$ cat src/rtl/dbg_lock_window_pkg.sv
package dbg_lock_window_pkg;
  localparam int unsigned WORD_AW = 10;
  localparam int unsigned DW      = 32;

  localparam logic [WORD_AW-1:0] OFS_CONFIG    = 10'h380;
  localparam logic [WORD_AW-1:0] OFS_CLAIM_SET = 10'h3E8;
  localparam logic [WORD_AW-1:0] OFS_CLAIM_CLR = 10'h3E9;
  localparam logic [WORD_AW-1:0] OFS_LOCK_KEY  = 10'h3EC;
  localparam logic [WORD_AW-1:0] OFS_LOCK_STAT = 10'h3ED;
  localparam logic [WORD_AW-1:0] OFS_AUTH      = 10'h3EE;
  localparam logic [WORD_AW-1:0] OFS_DEVTYPE   = 10'h3F3;
  localparam logic [WORD_AW-1:0] OFS_PID_FIRST = 10'h3F4;
  localparam logic [WORD_AW-1:0] OFS_CID_FIRST = 10'h3FC;

  localparam logic [DW-1:0] UNLOCK_KEY = 32'hC5AC_CE55;

  typedef enum logic [3:0] {
    SEL_NONE, SEL_CONFIG, SEL_CLAIM_SET, SEL_CLAIM_CLR, SEL_LOCK_KEY,
    SEL_LOCK_STAT, SEL_AUTH, SEL_DEVTYPE, SEL_ID
  } page_sel_e;

  // Identification words occupy the top twelve offsets of the page.
  function automatic logic in_id_range(input logic [WORD_AW-1:0] a);
    return a >= OFS_PID_FIRST;
  endfunction

  // Peripheral ID slot k maps to byte k+4 modulo 8: flipping bit 2.
  function automatic logic [2:0] pid_byte_index(input logic [2:0] slot);
    return slot ^ 3'd4;
  endfunction

  function automatic logic [7:0] pick_byte64(input logic [63:0] v, input logic [2:0] idx);
    return v[idx*8 +: 8];
  endfunction

  function automatic page_sel_e decode_offset(input logic [WORD_AW-1:0] a);
    if (in_id_range(a)) return SEL_ID;
    case (a)
      OFS_CONFIG:    return SEL_CONFIG;
      OFS_CLAIM_SET: return SEL_CLAIM_SET;
      OFS_CLAIM_CLR: return SEL_CLAIM_CLR;
      OFS_LOCK_KEY:  return SEL_LOCK_KEY;
      OFS_LOCK_STAT: return SEL_LOCK_STAT;
      OFS_AUTH:      return SEL_AUTH;
      OFS_DEVTYPE:   return SEL_DEVTYPE;
      default:       return SEL_NONE;
    endcase
  endfunction
endpackage

$ cat src/rtl/dbg_lock_ctrl.sv
module dbg_lock_ctrl
  import dbg_lock_window_pkg::*;
(
  input  logic          clk,
  input  logic          rst_n,
  input  logic          key_we,
  input  logic [DW-1:0] key_data,
  output logic          locked
);
  logic lock_q;

  always_ff @(posedge clk or negedge rst_n) begin
    if (!rst_n)      lock_q <= 1'b1;
    else if (key_we) lock_q <= (key_data != UNLOCK_KEY);
  end

  assign locked = lock_q;
endmodule

$ cat src/rtl/dbg_claim_reg.sv
module dbg_claim_reg #(
  parameter int unsigned BITS = 8
) (
  input  logic            clk,
  input  logic            rst_n,
  input  logic            set_we,
  input  logic            clr_we,
  input  logic [BITS-1:0] wmask,
  output logic [BITS-1:0] claim
);
  logic [BITS-1:0] claim_q;

  for (genvar i = 0; i < BITS; i++) begin : g_bit
    always_ff @(posedge clk or negedge rst_n) begin
      if (!rst_n)                    claim_q[i] <= 1'b0;
      else if (set_we && wmask[i])   claim_q[i] <= 1'b1;
      else if (clr_we && wmask[i])   claim_q[i] <= 1'b0;
    end
  end

  assign claim = claim_q;
endmodule

$ cat src/rtl/dbg_id_rom.sv
module dbg_id_rom
  import dbg_lock_window_pkg::*;
#(
  parameter logic [63:0] PERIPH_ID = 64'h0000_0004_000B_B000,
  parameter logic [31:0] COMP_ID   = 32'hB105_900D
) (
  input  logic [WORD_AW-1:0] addr,
  output logic [7:0]         id_byte
);
  localparam logic [63:0] CID_WIDE = {32'd0, COMP_ID};

  logic [WORD_AW-1:0] slot;
  assign slot = addr - OFS_PID_FIRST;

  always_comb begin
    if (!in_id_range(addr))  id_byte = 8'h00;
    else if (slot[3] == 1'b0) id_byte = pick_byte64(PERIPH_ID, pid_byte_index(slot[2:0]));
    else                      id_byte = pick_byte64(CID_WIDE, {1'b0, slot[1:0]});
  end
endmodule

$ cat src/rtl/dbg_lock_window.sv
module dbg_lock_window
  import dbg_lock_window_pkg::*;
#(
  parameter int unsigned NUM_CNT   = 31,
  parameter int unsigned CLAIM_W   = 8,
  parameter logic [63:0] PERIPH_ID = 64'h0000_0004_000B_B000,
  parameter logic [31:0] COMP_ID   = 32'hB105_900D
) (
  input  logic               clk,
  input  logic               rst_n,
  input  logic [WORD_AW-1:0] bus_addr,
  input  logic               bus_wr,
  input  logic               bus_rd,
  input  logic [DW-1:0]      bus_wdata,
  output logic [DW-1:0]      bus_rdata,
  input  logic               sec_observe_en,
  output logic [WORD_AW-1:0] dn_addr,
  output logic               dn_wr,
  output logic               dn_rd,
  output logic [DW-1:0]      dn_wdata,
  input  logic [DW-1:0]      dn_rdata
);
  localparam logic [7:0] CNT_FIELD  = 8'(NUM_CNT);
  localparam logic [5:0] SIZE_CODE  = 6'b011111;
  localparam int unsigned EXPORT_BIT = 16;

  page_sel_e          sel;
  logic               is_local;
  logic               lock_state;
  logic               wr_open;
  logic               key_we, claim_set_we, claim_clr_we, cfg_we;
  logic [CLAIM_W-1:0] claim_q;
  logic               export_q;
  logic [7:0]         id_byte;

  assign sel      = decode_offset(bus_addr);
  assign is_local = (sel != SEL_NONE);

  // Every write except the key write needs the page to be open.
  assign wr_open      = bus_wr && !lock_state;
  assign key_we       = bus_wr && (sel == SEL_LOCK_KEY);
  assign claim_set_we = wr_open && (sel == SEL_CLAIM_SET);
  assign claim_clr_we = wr_open && (sel == SEL_CLAIM_CLR);
  assign cfg_we       = wr_open && (sel == SEL_CONFIG);

  dbg_lock_ctrl u_lock (
    .clk      (clk),
    .rst_n    (rst_n),
    .key_we   (key_we),
    .key_data (bus_wdata),
    .locked   (lock_state)
  );

  dbg_claim_reg #(.BITS(CLAIM_W)) u_claim (
    .clk    (clk),
    .rst_n  (rst_n),
    .set_we (claim_set_we),
    .clr_we (claim_clr_we),
    .wmask  (bus_wdata[CLAIM_W-1:0]),
    .claim  (claim_q)
  );

  dbg_id_rom #(.PERIPH_ID(PERIPH_ID), .COMP_ID(COMP_ID)) u_id (
    .addr    (bus_addr),
    .id_byte (id_byte)
  );

  always_ff @(posedge clk or negedge rst_n) begin
    if (!rst_n)      export_q <= 1'b0;
    else if (cfg_we) export_q <= bus_wdata[EXPORT_BIT];
  end

  assign dn_addr  = bus_addr;
  assign dn_wdata = bus_wdata;
  assign dn_wr    = wr_open && !is_local;
  assign dn_rd    = bus_rd && !is_local;

  always_comb begin
    bus_rdata = '0;
    unique case (sel)
      SEL_CONFIG: begin
        bus_rdata[7:0]        = CNT_FIELD;
        bus_rdata[13:8]       = SIZE_CODE;
        bus_rdata[14]         = 1'b1;
        bus_rdata[15]         = 1'b1;
        bus_rdata[EXPORT_BIT] = export_q;
        bus_rdata[19]         = 1'b1;
      end
      SEL_CLAIM_SET: bus_rdata[CLAIM_W-1:0] = '1;
      SEL_CLAIM_CLR: bus_rdata[CLAIM_W-1:0] = claim_q;
      SEL_LOCK_KEY:  bus_rdata = '0;
      SEL_LOCK_STAT: bus_rdata[2:0] = {1'b0, lock_state, 1'b1};
      SEL_AUTH:      bus_rdata[7:0] = {1'b1, sec_observe_en, 6'b0};
      SEL_DEVTYPE:   bus_rdata[7:0] = {4'h1, 4'h6};
      SEL_ID:        bus_rdata[7:0] = id_byte;
      SEL_NONE:      bus_rdata = dn_rdata;
      default:       bus_rdata = '0;
    endcase
  end
endmodule

$ cat config.mk
export PLATFORM = sky130hd
export DESIGN_NAME = dbg_lock_window
export DESIGN_NICKNAME = d
export VERILOG_FILES = /design/src/rtl/dbg_lock_window_pkg.sv /design/src/rtl/dbg_lock_ctrl.sv /design/src/rtl/dbg_claim_reg.sv /design/src/rtl/dbg_id_rom.sv /design/src/rtl/dbg_lock_window.sv
export SDC_FILE = /design/constraint.sdc
export NUM_CORES = 1
export LEC_CHECK = 0
export BUFFER_PORTS_ARGS = -buffer_cell sky130_fd_sc_hd__buf_4
export CAP_MARGIN = 20
export CORE_MARGIN = 2
export CORE_UTILIZATION = 42
export CTS_CLUSTER_SIZE = 16
export DETAILED_ROUTE_END_ITERATION = 16
export PLACE_DENSITY_LB_ADDON = 0.05
export SLEW_MARGIN = 0
export SYNTH_ARGS = -nofsm -noshare
export SYNTH_HDL_FRONTEND = slang
export SYNTH_HIERARCHICAL = 1
export SYNTH_SLANG_ARGS = --single-unit
$ cat constraint.sdc
create_clock -name clk -period 4.23 [get_ports clk]
set_clock_uncertainty 0.15 [all_clocks]
set_input_delay 0 -clock clk [delete_from_list [all_inputs] [get_ports clk]]
set_output_delay 0 -clock clk [all_outputs]
set_load 0.02 [all_outputs]
---- Yosys cells after proc, flatten, opt, wreduce, memory -nomap -nowiden ----
Cells that the tools add are included.
operators by class
  $add $sub $neg .......................... 1
  $lt $le $gt $ge ......................... 1
  equal/unequal tests ..................... 16
  shift operators ......................... 2
  mux-type cells .......................... 28
  bitwise logic cells ..................... 1
  reductions and logical operators ........ 36
operators by type and width
  operator                   count
  $eq A10 B10 Y1 const B     7
  $shiftx A64 B6 Y8 const A  1
  $shiftx A64 B7 Y8 const A  1
  $pmux W5 S7                1
  $ne A32 B32 Y1 const B     1
  $logic_and A1 B1 Y1        23
  $pmux W3 S7                1
  $pmux W3 S6                1
  $pmux W9 S2                1
  $mux W1                    17
  $eq A4 B3 Y1 const B       4
  $mux W8                    2
  $reduce_bool A2 Y1         8
  $mux W12                   1
  $ge A10 B10 Y1 const B     1
  $eq A4 B2 Y1 const B       2
  $mux W4                    2
  $eq A4 B1 Y1 const B       1
  $eq A4 B4 Y1 const B       1
  $logic_not A4 Y1           1
  $reduce_bool A4 Y1         1
  $sub A4 B3 Y4 const B      1
  $logic_not A1 Y1           2
  $mux W2                    1
  3 further kinds            3
storage, ports and cells
  register bits after elaboration ......... 10
  bits of input ports ..................... 79
  output and inout port bits .............. 76
  logic and storage cells ................. 95

---- Depth between registers and ports, before layout ----
Gate-level depths: netlist of the first run.
  depth in word-level cells ............... 8
  depth in mapped cells ................... 8
  depth with buffers taken out ............ 8

---- Hierarchy ----
Netlist of the first run, hierarchy kept.
by module, submodules not included
  module           instances  cells each  area an instance (µm²)  seq. area each (µm²)
  dbg_lock_window  1          164         1,161.1                 25.0
  dbg_claim_reg    1          26          312.8                   200.2
  dbg_id_rom       1          28          173.9                   0.0
  dbg_lock_ctrl    1          14          150.1                   26.3

---- Least setup slack after synthesis of the first run ----
OpenSTA, ideal clock, no wires.
  kind .................................... input -> output
  start ................................... in bus_addr[3]
  end ..................................... out bus_rdata[1]
  arrival ................................. 1,656 ps
  data required time ...................... 4,080 ps
  setup slack ............................. 2,424 ps
  cell stages on the path ................. 8
  buffers on the path ..................... 0
  cells stage by stage .................... inv_1 -> ha_1 -> or3b_1 -> a211o_1 -> nor3_1 -> and2_1 -> a311oi_1 -> a31oi_1
on the way
  elaborated cells between the ends (all ways) .. 23
  classes of those cells .................. 1 x add/sub; 1 x order compare; 13 x eq/ne; 6 x mux; 2 x reduce/logical
RTL lines
  element               RTL line               RTL
  start: declaration    dbg_lock_window.sv:11  input logic [WORD_AW-1:0] bus_addr,
  $sub A4 B3 Y4         dbg_id_rom.sv:13       assign slot = addr - OFS_PID_FIRST;
  $mux W8               dbg_id_rom.sv:17       else if (slot[3] == 1'b0) id_byte = pick_byte64(PERIPH_ID, pid_byte_index(slot[2:0]));
  $mux W8 (*)           dbg_id_rom.sv:16       if (!in_id_range(addr)) id_byte = 8'h00;
  named net id_byte[1]  dbg_lock_window.sv:34  logic [7:0] id_byte;
  $pmux W3 S6 (*)       dbg_lock_window.sv:80  unique case (sel)
  end: declaration      dbg_lock_window.sv:15  output logic [DW-1:0] bus_rdata,
The timed path passes the listed nets; every way through them passes the cells marked *.

---- Worst setup path after layout of the first run ----
  start ................................... in bus_addr[6]
  end ..................................... reg u_lock.lock_q, in the netlist u_lock/locked
on the way
  word-level cells in the longest chain between the ends .. 5
  elaborated cells between the ends (all ways) .. 13
  classes of those cells .................. 1 x order compare; 8 x eq/ne; 3 x mux; 1 x reduce/logical
ends and longest elaborated chain
  element                                           RTL line                                              RTL
  $ge A10 B10 Y1 or $eq A10 B10 Y1 (tied branches)  dbg_lock_window_pkg.sv:24, dbg_lock_window_pkg.sv:38
  $mux W1 or $pmux W3 S7 (tied branches)            dbg_lock_window_pkg.sv:37, dbg_lock_window_pkg.sv:38
  $mux W4 (*)                                       dbg_lock_window_pkg.sv:38                             case (a)
  $eq A4 B3 Y1 (*)                                  dbg_lock_window.sv:41                                 assign key_we = bus_wr && (sel == SEL_LOCK_KEY);
  $logic_and A1 B1 Y1 (*)                           dbg_lock_window.sv:41
  named net key_we                                  dbg_lock_window.sv:31                                 logic key_we, claim_set_we, claim_clr_we, cfg_we;
  end signal: assignment                            dbg_lock_ctrl.sv:14                                   else if (key_we) lock_q <= (key_data != UNLOCK_KEY);
  end: declaration                                  dbg_lock_ctrl.sv:10                                   logic lock_q;
Marked as above.
A chain may end at the register's enable or synchronous reset.

==> run_results.csv, run 1 <==
group,metric,value,unit
synth,syn_nets,313,
timing,setup_viol,0,
outcome,status,"complete, no violations",
setup_path,cp.required,4.24,ns
placed_design,port_buffers,154,
timing,timing.hold.ws,0.0551,ns
job,maxCapViolCount,0,
clocking,clk_pin_slew,0.05,ns
synth,yosysWarnings,6,
setup_path,reg2reg_to,"u_claim/claim[3]$_DFFE_PN0P_",
clocking,cts-resized-gates,0,
clocking,clkSinkCount,10,
clocking,cts_setup_buffers,0,
setup_path,reg2reg_slack,2.40,ns
synth,syn_area,1800,sq um
clocking,cts_max_level,1,
power_and_ir_drop,powerDensity,168,nW/um^2
clocking,clock_latency,0.23,ns
synth,synth-seq-cells,10,
die,dieArea,4820,sq um
detailed_routing,drc,0,
setup_path,critPathMaxStageDelay,0.67,ns
die,core,4060,sq um
placed_design,hpwl,4660,um
die,pin_count,155,
setup_path,reg2reg_depth,3,
global_route,grt_pass1_wl,9630,um
global_route,grt.total_usage,0.235,
detailed_routing,drt-total-wl,5940,um
die,die_h,69.4,um
setup_path,endpoint_kind,"flip-flop",
clocking,clockRootBuffer,"clkbuf_8",
timing,worstMarginPinSlew,0.940,ns
global_route,grt_pass1_vias,2014,
setup_path,cp-start-kind,"input pin",
setup_path,startpoint,"bus_addr[6]",
setup_path,crit_path_max_fanout,6,
finish,drive_gt1_frac,0.493,
setup_path,cp_cell_sequence,"buf_4 > nand2_1 > nor4_1 > nand3_1 > a211oi_1 > and4b_1 > nand4_1 > o31a_1 > dlygate4sd3_1",
clocking,cts_tree,"done",
global_route,grt_overflow,0,
detailed_routing,drtIter0Drc,174,
setup_path,arrival,2.48,ns
detailed_routing,ant_nets,0,
finish,antenna_cells,0,
timing,period_share,0.584,
timing,fmax,404,MHz
finish,area_delta_synth_final,56.9,%
synth,ys.flop_type,"dfrtp_1",
synth,synth_seq_area_share,0.140,
finish,fin_nets,431,
finish,final_cell_mix,"buf_4 (154), nor2b_1 (20), nand2_1 (19)",
timing,hold_viol,0,
synth,synth_cell_types,57,
timing,slew_viol_final,0,
clocking,cts_buffer_depth,2,
synth,synth_edf_count,0,
setup_path,crit_type,"in -> reg",
global_route,grt_antenna_before_repair,0,
timing,final.setup.tns,0,ns
detailed_routing,vias,2085,
die,num_rows,23,
timing,rsz0062_at_grt,"false",
setup_path,reg2reg_from,"u_lock/locked$_DFFE_PN1P_",
setup_path,cp_slowest_cell,"nor4_1",
finish,layout_commonest_cell,"buf_4",
detailed_routing,wl_per_cell,14.9,um
clocking,numCtsBuffers,3,
power_and_ir_drop,peakVddDrop,0.160,mV
die,initial_utilization,0.443,
timing,max_slew_margin,0.372,
setup_path,cp-endpoint,"u_lock/locked$_DFFE_PN1P_",
power_and_ir_drop,p_leak,1.33,nW
synth,syn_avg_cell_area,7.75,sq um
die,fp.dieW,69.4,um
global_route,grt_max_degree,24,
synth,synth_cells,232,
synth,async_flop_share,1.00,
detailed_routing,vias_per_cell,5.23,
timing,post-route-min-period,2.47,ns
detailed_routing,firstDrtPassIters,4,
placed_design,place.gp.congestion,0.840,
hold_path,hold_path.class,"in -> out",
## kinds of logic (layout without fill, tap and decap cells)
| kind of cell | Yosys count | count (layout) | share of synthesized area |
|---|---|---|---|
| compound gates | 56 | 56 | 0.234 |
| simple gates | 103 | 103 | 0.375 |
| other cells | 1 | 1 | 0.00209 |
| flops | 10 | 10 | 0.140 |
| buf+inv | 58 | 175 | 0.223 |
| fa+ha+maj | 2 | 2 | 0.0139 |
| mux | 2 | 2 | 0.0118 |
## worst max-delay path: cells and delay by family
kind                   cells  cell delay (ns)
AOI/OAI and AO/OA          2             0.57
and+or+nand+nor            5             1.23
buffers and inverters      2             0.67
## state kept, by name, summed over array words and instances, names as in the netlist
register / count
export_q: 1
u_claim/claim: 8
u_lock/locked: 1
## routing by layer
| metal | global-route usage | share of wire | up-vias |
|---|---|---|---|
| met1 | 0.312 | 0.41 | 946 |
| met2 | 0.399 | 0.52 | 91 |
| met3 | 0.0276 | 0.061 | 8 |
| met5 | 0 | 0 | - |
| met4 | 0.0675 | 0.012 | 0 |
| li1 | - | - | 1040 |
## power breakdown
part           internal (mW)  switching, mW
Sequential            0.0984        0.00143
Combinational          0.130          0.127
Clock                 0.0817         0.0360
## area by class of cell
type	instances	area [sq um]
Inverter	3	11.3
Tap cell	50	62.6
Sequential cell	10	251
Clock buffer	4	55.1
Fill cell	342	1240
Multi-Input combinational cell	164	1140
Timing Repair Buffer	168	1300
## stage by stage
| step | utilization | area, sq um | cells | power [mW] | setup WS [ns] |
|---|---|---|---|---|---|
| detailed placement | 0.647 | 2630 | 381 | 0.348 | 1.83 |
| floorplan | - | 1800 | 232 | 0.240 | 2.42 |
| global placement | 0.647 | 2630 | 381 | 0.347 | 1.97 |
| global route | 0.695 | 2820 | 399 | 0.498 | 1.58 |
| finish | 0.695 | 2820 | 399 | 0.475 | 1.76 |
| CTS | 0.695 | 2820 | 399 | 0.476 | 1.80 |
## worst min-delay path by stage
stage / startpoint / endpoint / slack (ns) / cells after the start
2_1_floorplan: rst_n / export_q$_DFFE_PN0P_ / -0.45 / 0
3_3_place_gp: rst_n / u_claim/claim[4]$_DFFE_PN0P_ / -0.32 / 1
3_5_place_dp: rst_n / u_claim/claim[4]$_DFFE_PN0P_ / -0.32 / 1
4_1_cts: bus_wdata[18] / dn_wdata[18] / 0.06 / 2
5_1_grt: bus_wdata[13] / dn_wdata[13] / 0.06 / 2
6_report: bus_wdata[18] / dn_wdata[18] / 0.06 / 2
## synthesized netlist by cell type, types with 2 or more instances
| master | count | share of area |
|---|---|---|
| buf_4 | 45 | 0.19 |
| nor2b_1 | 20 | 0.070 |
| nand2_1 | 19 | 0.040 |
| o21ai_0 | 14 | 0.039 |
| nand3_1 | 11 | 0.031 |
| dfrtp_1 | 9 | 0.13 |
| o21a_1 | 9 | 0.038 |
| a22o_1 | 8 | 0.039 |
| nor2_1 | 8 | 0.017 |
| a22oi_1 | 5 | 0.021 |
| buf_2 | 5 | 0.014 |
| nand4_1 | 5 | 0.017 |
| a21oi_1 | 4 | 0.011 |
| nor3_1 | 4 | 0.011 |
| nor3b_2 | 4 | 0.028 |
| and4b_1 | 3 | 0.017 |
| and4bb_2 | 3 | 0.021 |
| clkbuf_1 | 3 | 0.0063 |
| inv_1 | 3 | 0.0063 |
| nand2b_1 | 3 | 0.010 |
| nand3b_1 | 3 | 0.013 |
| a211oi_1 | 2 | 0.0083 |
| a32oi_1 | 2 | 0.0097 |
| and2_1 | 2 | 0.0070 |
| and4bb_1 | 2 | 0.014 |
| ha_1 | 2 | 0.014 |
| nor3b_1 | 2 | 0.0083 |
| nor4_1 | 2 | 0.0070 |
| nor4bb_1 | 2 | 0.011 |
## timing repair
item | in CTS | in global routing
hold buffers | 14 | 0
endpoints found under the hold margin | 20 | 0
endpoints found under the setup margin | 0 | 0
Note: power is estimated with default switching activity, not from simulation.
==> run 2: changes to the inputs <==
- ABC_AREA: default -> 1
- CORE_UTILIZATION: 42 -> 37
- clock period: 4.23 -> 2.1 ns (I/O delays scaled with it)
==> run 2 against run 1 <==
Compared with the run above: non-clock buffer count decreased by 1; wire length grew 0.61%; critical path depth unchanged; area after synthesis increased by 9.8%; power increased by 97%; sequential cell count stayed put; register-to-register slack worse by 1.8 ns; worst hold slack improved by 0.0020 ns; clock power up 77%; clock-buffer cell count stayed put; highest routed layer unchanged.
==> run_results.csv, run 2 <==
group,metric,value,unit
outcome,status,"complete, no violations",
setup_path,path_buf_inv,3,
timing,setup_viol,0,
power_and_ir_drop,peakVddDrop,0.287,mV
finish,fin_nets,534,
global_route,grt_max_degree,19,
finish,multiInputGateArea,1190,sq um
timing,hold_viol,0,
detailed_routing,drc,0,
setup_path,reg2reg_to,"u_claim/claim[2]$_DFFE_PN0P_",
die,initial_utilization,0.384,
detailed_routing,drt-total-wl,5970,um
clocking,clockRootBuffer,"clkbuf_8",
die,fp.dieW,77.1,um
clocking,cts_tree,"done",
die,dieArea,5940,sq um
clocking,clkSinkCount,10,
timing,worstMarginPinSlew,0.559,ns
setup_path,cp_cell_sequence,"buf_4 > nand2_2 > inv_2 > nand3_1 > nand4_4 > nor2_8 > nand2_1 > nand3_1 > buf_4",
clocking,numCtsBuffers,3,
finish,nFillCells,541,
timing,timing.hold.ws,0.0570,ns
timing,final.setup.tns,0,ns
global_route,grt_overflow,0,
setup_path,arrival,1.56,ns
detailed_routing,vias_per_cell,4.51,
synth,syn_nets,412,
placed_design,port_buffers,154,
setup_path,reg2reg_from,"u_lock/locked$_DFFE_PN1P_",
clocking,cts-resized-gates,0,
setup_path,startpoint,"bus_addr[9]",
placed_design,place.gp.congestion,0.801,
detailed_routing,wl_per_cell,11.4,um
setup_path,cp-start-kind,"input pin",
detailed_routing,drtIter0Drc,115,
die,core,5140,sq um
timing,post-route-min-period,1.71,ns
die,num_rows,26,
clocking,clock_latency,0.24,ns
setup_path,cp_top_family,"simple AND/OR/NAND/NOR gates",
setup_path,endpoint_kind,"output port",
setup_path,cp-endpoint,"bus_rdata[7]",
synth,synth.most_common_cell,"nand2_1",
finish,area_delta_synth_final,52.6,%
timing,period_share,0.813,
finish,final_cell_mix,"buf_4 (155), nand2_1 (119), inv_1 (36)",
clocking,cts_max_level,1,
setup_path,reg2reg_depth,6,
setup_path,path_depth,9,
placed_design,hpwl,4820,um
timing,slew_viol_final,0,
timing,fmax,586,MHz
synth,synth_cells,331,
synth,synth_seq_area_share,0.127,
synth,synth-seq-cells,10,
finish,drive_gt1_frac,0.427,
detailed_routing,vias,2356,
detailed_routing,firstDrtPassIters,4,
synth,syn_avg_cell_area,5.96,sq um
setup_path,crit_type,"in -> out",
hold_path,hold_path.class,"in -> out",
setup_path,cp.required,1.95,ns
timing,rsz0062_at_grt,"false",
synth,ys.flop_type,"dfrtp_1",
clocking,cts_buffer_depth,2,
setup_path,reg2reg_slack,0.56,ns
finish,largest_reg_flops,8,
synth,async_flop_share,1.00,
setup_path,cp_slowest_cell,"nor2_8",
synth,netlist.area_leader.share,0.226,
setup_path,crit_path_max_fanout,18,
global_route,grt_pass1_vias,2275,
finish,layout_commonest_cell,"buf_4",
finish,seq_area,251,sq um
global_route,grt_antenna_before_repair,0,
global_route,grt_pass1_wl,9960,um
synth,synthTopCellsByCount,"nand2_1 (119), buf_4 (45), inv_1 (36)",
synth,synth_edf_count,0,
die,pin_count,155,
timing,max_slew_margin,0.626,
synth,synth_top_area_cell,"nand2_1",
job,maxCapViolCount,0,
global_route,grt.total_usage,0.198,
die,die_h,77.1,um
synth,synth_cell_types,36,
setup_path,critPathMaxStageDelay,0.37,ns
synth,yosysWarnings,6,
finish,antenna_cells,0,
power_and_ir_drop,powerDensity,311,nW/um^2
power_and_ir_drop,p_leak,1.77,nW
synth,ys_top_cells_by_area,"nand2_1 (23%), buf_4 (17%), dfrtp_1 (11%)",
synth,syn_area,1970,sq um
clocking,cts_setup_buffers,0,
detailed_routing,ant_nets,0,
run 2: changes by cell type in the layout (fill, tap and decap cells not counted), sizes merged, moves of 5 or more:
cell and delta:
nor2b -20, a22o -8, o21ai -9, o21a -7
inv +37, nand3 +5, nor2 +28, and4bb -5
nor3b +10, nand2 +109
run 2: kinds of logic (layout without fill, tap and decap cells):
kind of cell / count (synthesis) / count (layout) / share of synthesized area
other cells: 1 / 1 / 0.00190
simple gates: 212 / 212 / 0.544
buf+inv: 90 / 211 / 0.267
fa+ha+maj: 2 / 2 / 0.0127
compound gates: 16 / 16 / 0.0469
flops: 10 / 10 / 0.127
run 2: per-layer routing:
layer	global-route usage	vias up	wire length, um
li1	-	1227	-
met1	0.233	1027	2370
met2	0.380	93	3130
met3	0.0141	9	380
met4	0.0607	0	89
met5	0	-	0
run 2: repair_timing:
item	CTS	global route
hold endpoints to repair	20	0
hold buffers	12	0
endpoints found under the setup margin	0	0
run 2: stage by stage:
step / setup WS [ns] / cell area [sq um] / cells / util / power [mW]
floorplan: 0.642 / 1970 / 331 / - / 0.494
global placement: 0.397 / 2850 / 506 / 0.554 / 0.709
detailed placement: 0.376 / 2850 / 506 / 0.554 / 0.712
CTS: 0.378 / 3010 / 522 / 0.586 / 0.941
global route: 0.220 / 3010 / 522 / 0.586 / 0.987
finish: 0.394 / 3010 / 522 / 0.586 / 0.936
run 2: final cells by class:
| type | count | area share |
|---|---|---|
| timing repair buffer | 167 | 0.426 |
| multi-input combinational | 231 | 0.397 |
| sequential | 10 | 0.0835 |
| inverter | 40 | 0.0498 |
| tap | 70 | 0.0291 |
| clock buffer | 4 | 0.0150 |
run 2: worst min-delay path by stage:
stage	endpoint	slack, ns	cells after the start	start
final	dn_wdata[14]	0.06	2	bus_wdata[14]
after global routing	dn_wdata[9]	0.06	2	bus_wdata[9]
after CTS	dn_wdata[14]	0.06	2	bus_wdata[14]
after detailed placement	u_claim/claim[7]$_DFFE_PN0P_	-0.32	1	rst_n
after global placement	export_q$_DFFE_PN0P_	-0.31	1	rst_n
after floorplan	export_q$_DFFE_PN0P_	-0.45	0	rst_n
run 2: power breakdown:
group / total [mW] / switching, mW / internal (mW)
combinational: 0.525 / 0.269 / 0.256
clock: 0.209 / 0.0762 / 0.133
sequential: 0.202 / 0.00250 / 0.199
total: 0.936 / 0.348 / 0.588
==> run 3: changes to the inputs <==
- clock period: 2.1 -> 1.4 ns (I/O delays scaled with it)
==> run 3 against run 2 <==
Compared with the run above: the run now ends with negative setup slack left; sequential share of layout area fell by 1.9 points; die area did not move; sequential power rose by 50%; core utilization rose by 18 points.
==> run_results.csv, run 3 (same netlist as run 2, synthesis figures left out) <==
group,metric,value,unit
outcome,status,"complete, but fails checks",
outcome,violations,"negative setup slack",
timing,setup_viol,34,
timing,hold_viol,0,
setup_path,startpoint,"bus_addr[3]",
clocking,clockRootBuffer,"clkbuf_8",
global_route,grt_pass1_wl,11100,um
setup_path,cp-start-kind,"input pin",
placed_design,dp.cells,542,
setup_path,reg2reg_depth,7,
timing,timing.hold.ws,0.0567,ns
power_and_ir_drop,peakVddDrop,0.523,mV
power_and_ir_drop,p_leak,2.16,nW
die,die_h,77.1,um
placed_design,place.gp.congestion,0.844,
finish,fin_cells,577,
die,pin_count,155,
setup_path,crit_path_max_fanout,8,
finish,nFillCells,407,
timing,period_share,1.09,
detailed_routing,vias_per_cell,4.58,
finish,multiInputGateArea,1470,sq um
detailed_routing,ant_nets,0,
power_and_ir_drop,powerDensity,404,nW/um^2
detailed_routing,drc,0,
hold_path,whs_path_depth,2,
hold_path,hold_start,"bus_wdata[14]",
detailed_routing,drtIter0Drc,91,
hold_path,hold_path_end,"dn_wdata[14]",
finish,design_area,3930,sq um
clocking,cts_tree,"done",
detailed_routing,wl_per_cell,12.7,um
die,num_rows,26,
global_route,grt_max_degree,17,
timing,fmax,655,MHz
job,maxCapViolCount,0,
placed_design,hpwl,5160,um
die,dieArea,5940,sq um
setup_path,reg2reg_to,"u_claim/claim[0]$_DFFE_PN0P_",
clocking,clkSinkCount,10,
finish,seq_area,251,sq um
detailed_routing,drt-total-wl,7320,um
finish,final_cell_mix,"buf_4 (175), nand2_1 (106), inv_1 (30)",
timing,worst_slack,-0.128,ns
finish,layout_commonest_cell,"buf_4",
placed_design,place_area,3140,sq um
detailed_routing,firstDrtPassIters,4,
timing,rsz0062_at_grt,"true",
setup_path,reg2reg_slack,0.10,ns
finish,utilization,0.765,
setup_path,reg2reg_from,"u_lock/locked$_DFFE_PN1P_",
setup_path,crit_type,"in -> out",
placed_design,dpl_worst_slack,-0.146,ns
clocking,cts_max_level,1,
global_route,grt_pass1_vias,2535,
timing,post-route-min-period,1.53,ns
setup_path,arrival,1.38,ns
clocking,cts_buffer_depth,2,
power_and_ir_drop,power,1.59,mW
finish,fin_nets,589,
hold_path,hold_path.class,"in -> out",
finish,antenna_cells,0,
placed_design,port_buffers,154,
finish,largest_reg_flops,8,
timing,final.setup.tns,-2.32,ns
die,initial_utilization,0.384,
global_route,grt.total_usage,0.223,
setup_path,cp.required,1.25,ns
clocking,numCtsBuffers,3,
global_route,grt_overflow,0,
die,fp.dieW,77.1,um
clocking,clock_latency,0.24,ns
timing,slew_viol_final,0,
setup_path,endpoint_kind,"output port",
finish,area_delta_synth_final,99.1,%
die,core,5140,sq um
global_route,grt_antenna_before_repair,0,
finish,drive_gt1_frac,0.576,
detailed_routing,vias,2645,
-- run 3: cell type report --
class                      count  share of cell area
clock buffer                   4              0.0115
inverter                      40              0.0449
multi-input combinational    233               0.375
sequential                    10              0.0640
tap                           70              0.0223
timing repair buffer         220               0.483
-- run 3: repair_timing --
item | CTS | global route
setup buffers | 10 | 6
pin swaps | 22 | 19
setup endpoints to repair | 42 | 43
cloned | 4 | 1
hold buffers | 12 | 0
hold endpoints to repair | 20 | 0
gates resized for setup | 54 | 54
-- run 3: critical path: stages --
cell	delay (ns)
buf_8	0.10
buf_8	0.13
nand2_4	0.08
inv_1	0.05
nand3_2	0.09
nand2_2	0.08
nor2_4	0.10
nand2_4	0.08
buf_12	0.15
nor2_4	0.22
nand2_1	0.09
nand2_1	0.08
buf_6	0.12
-- run 3: per-layer routing --
layer | up-vias | routed length (um) | global-route usage | part of all wire
met3 | 15 | 308 | 0.0176 | 0.042
li1 | 1352 | - | - | -
met4 | 0 | 153 | 0.0804 | 0.021
met2 | 93 | 3940 | 0.433 | 0.54
met5 | - | 0 | 0 | 0
met1 | 1185 | 2920 | 0.252 | 0.40
-- run 3: worst max path at each step --
stage	endpoint	slack [ns]
after floorplan	bus_rdata[13]	-0.06
after global placement	u_claim/claim[4]$_DFFE_PN0P_	-0.13
after detailed placement	bus_rdata[7]	-0.15
after CTS	bus_rdata[8]	-0.10
after global routing	bus_rdata[19]	-0.24
final	bus_rdata[8]	-0.13
-- run 3: report_power, final --
group	switching, mW	total [mW]	internal [mW]
registers	0.00354	0.302	0.299
logic	0.470	0.972	0.503
clock network	0.113	0.312	0.199
total	0.586	1.59	1.00
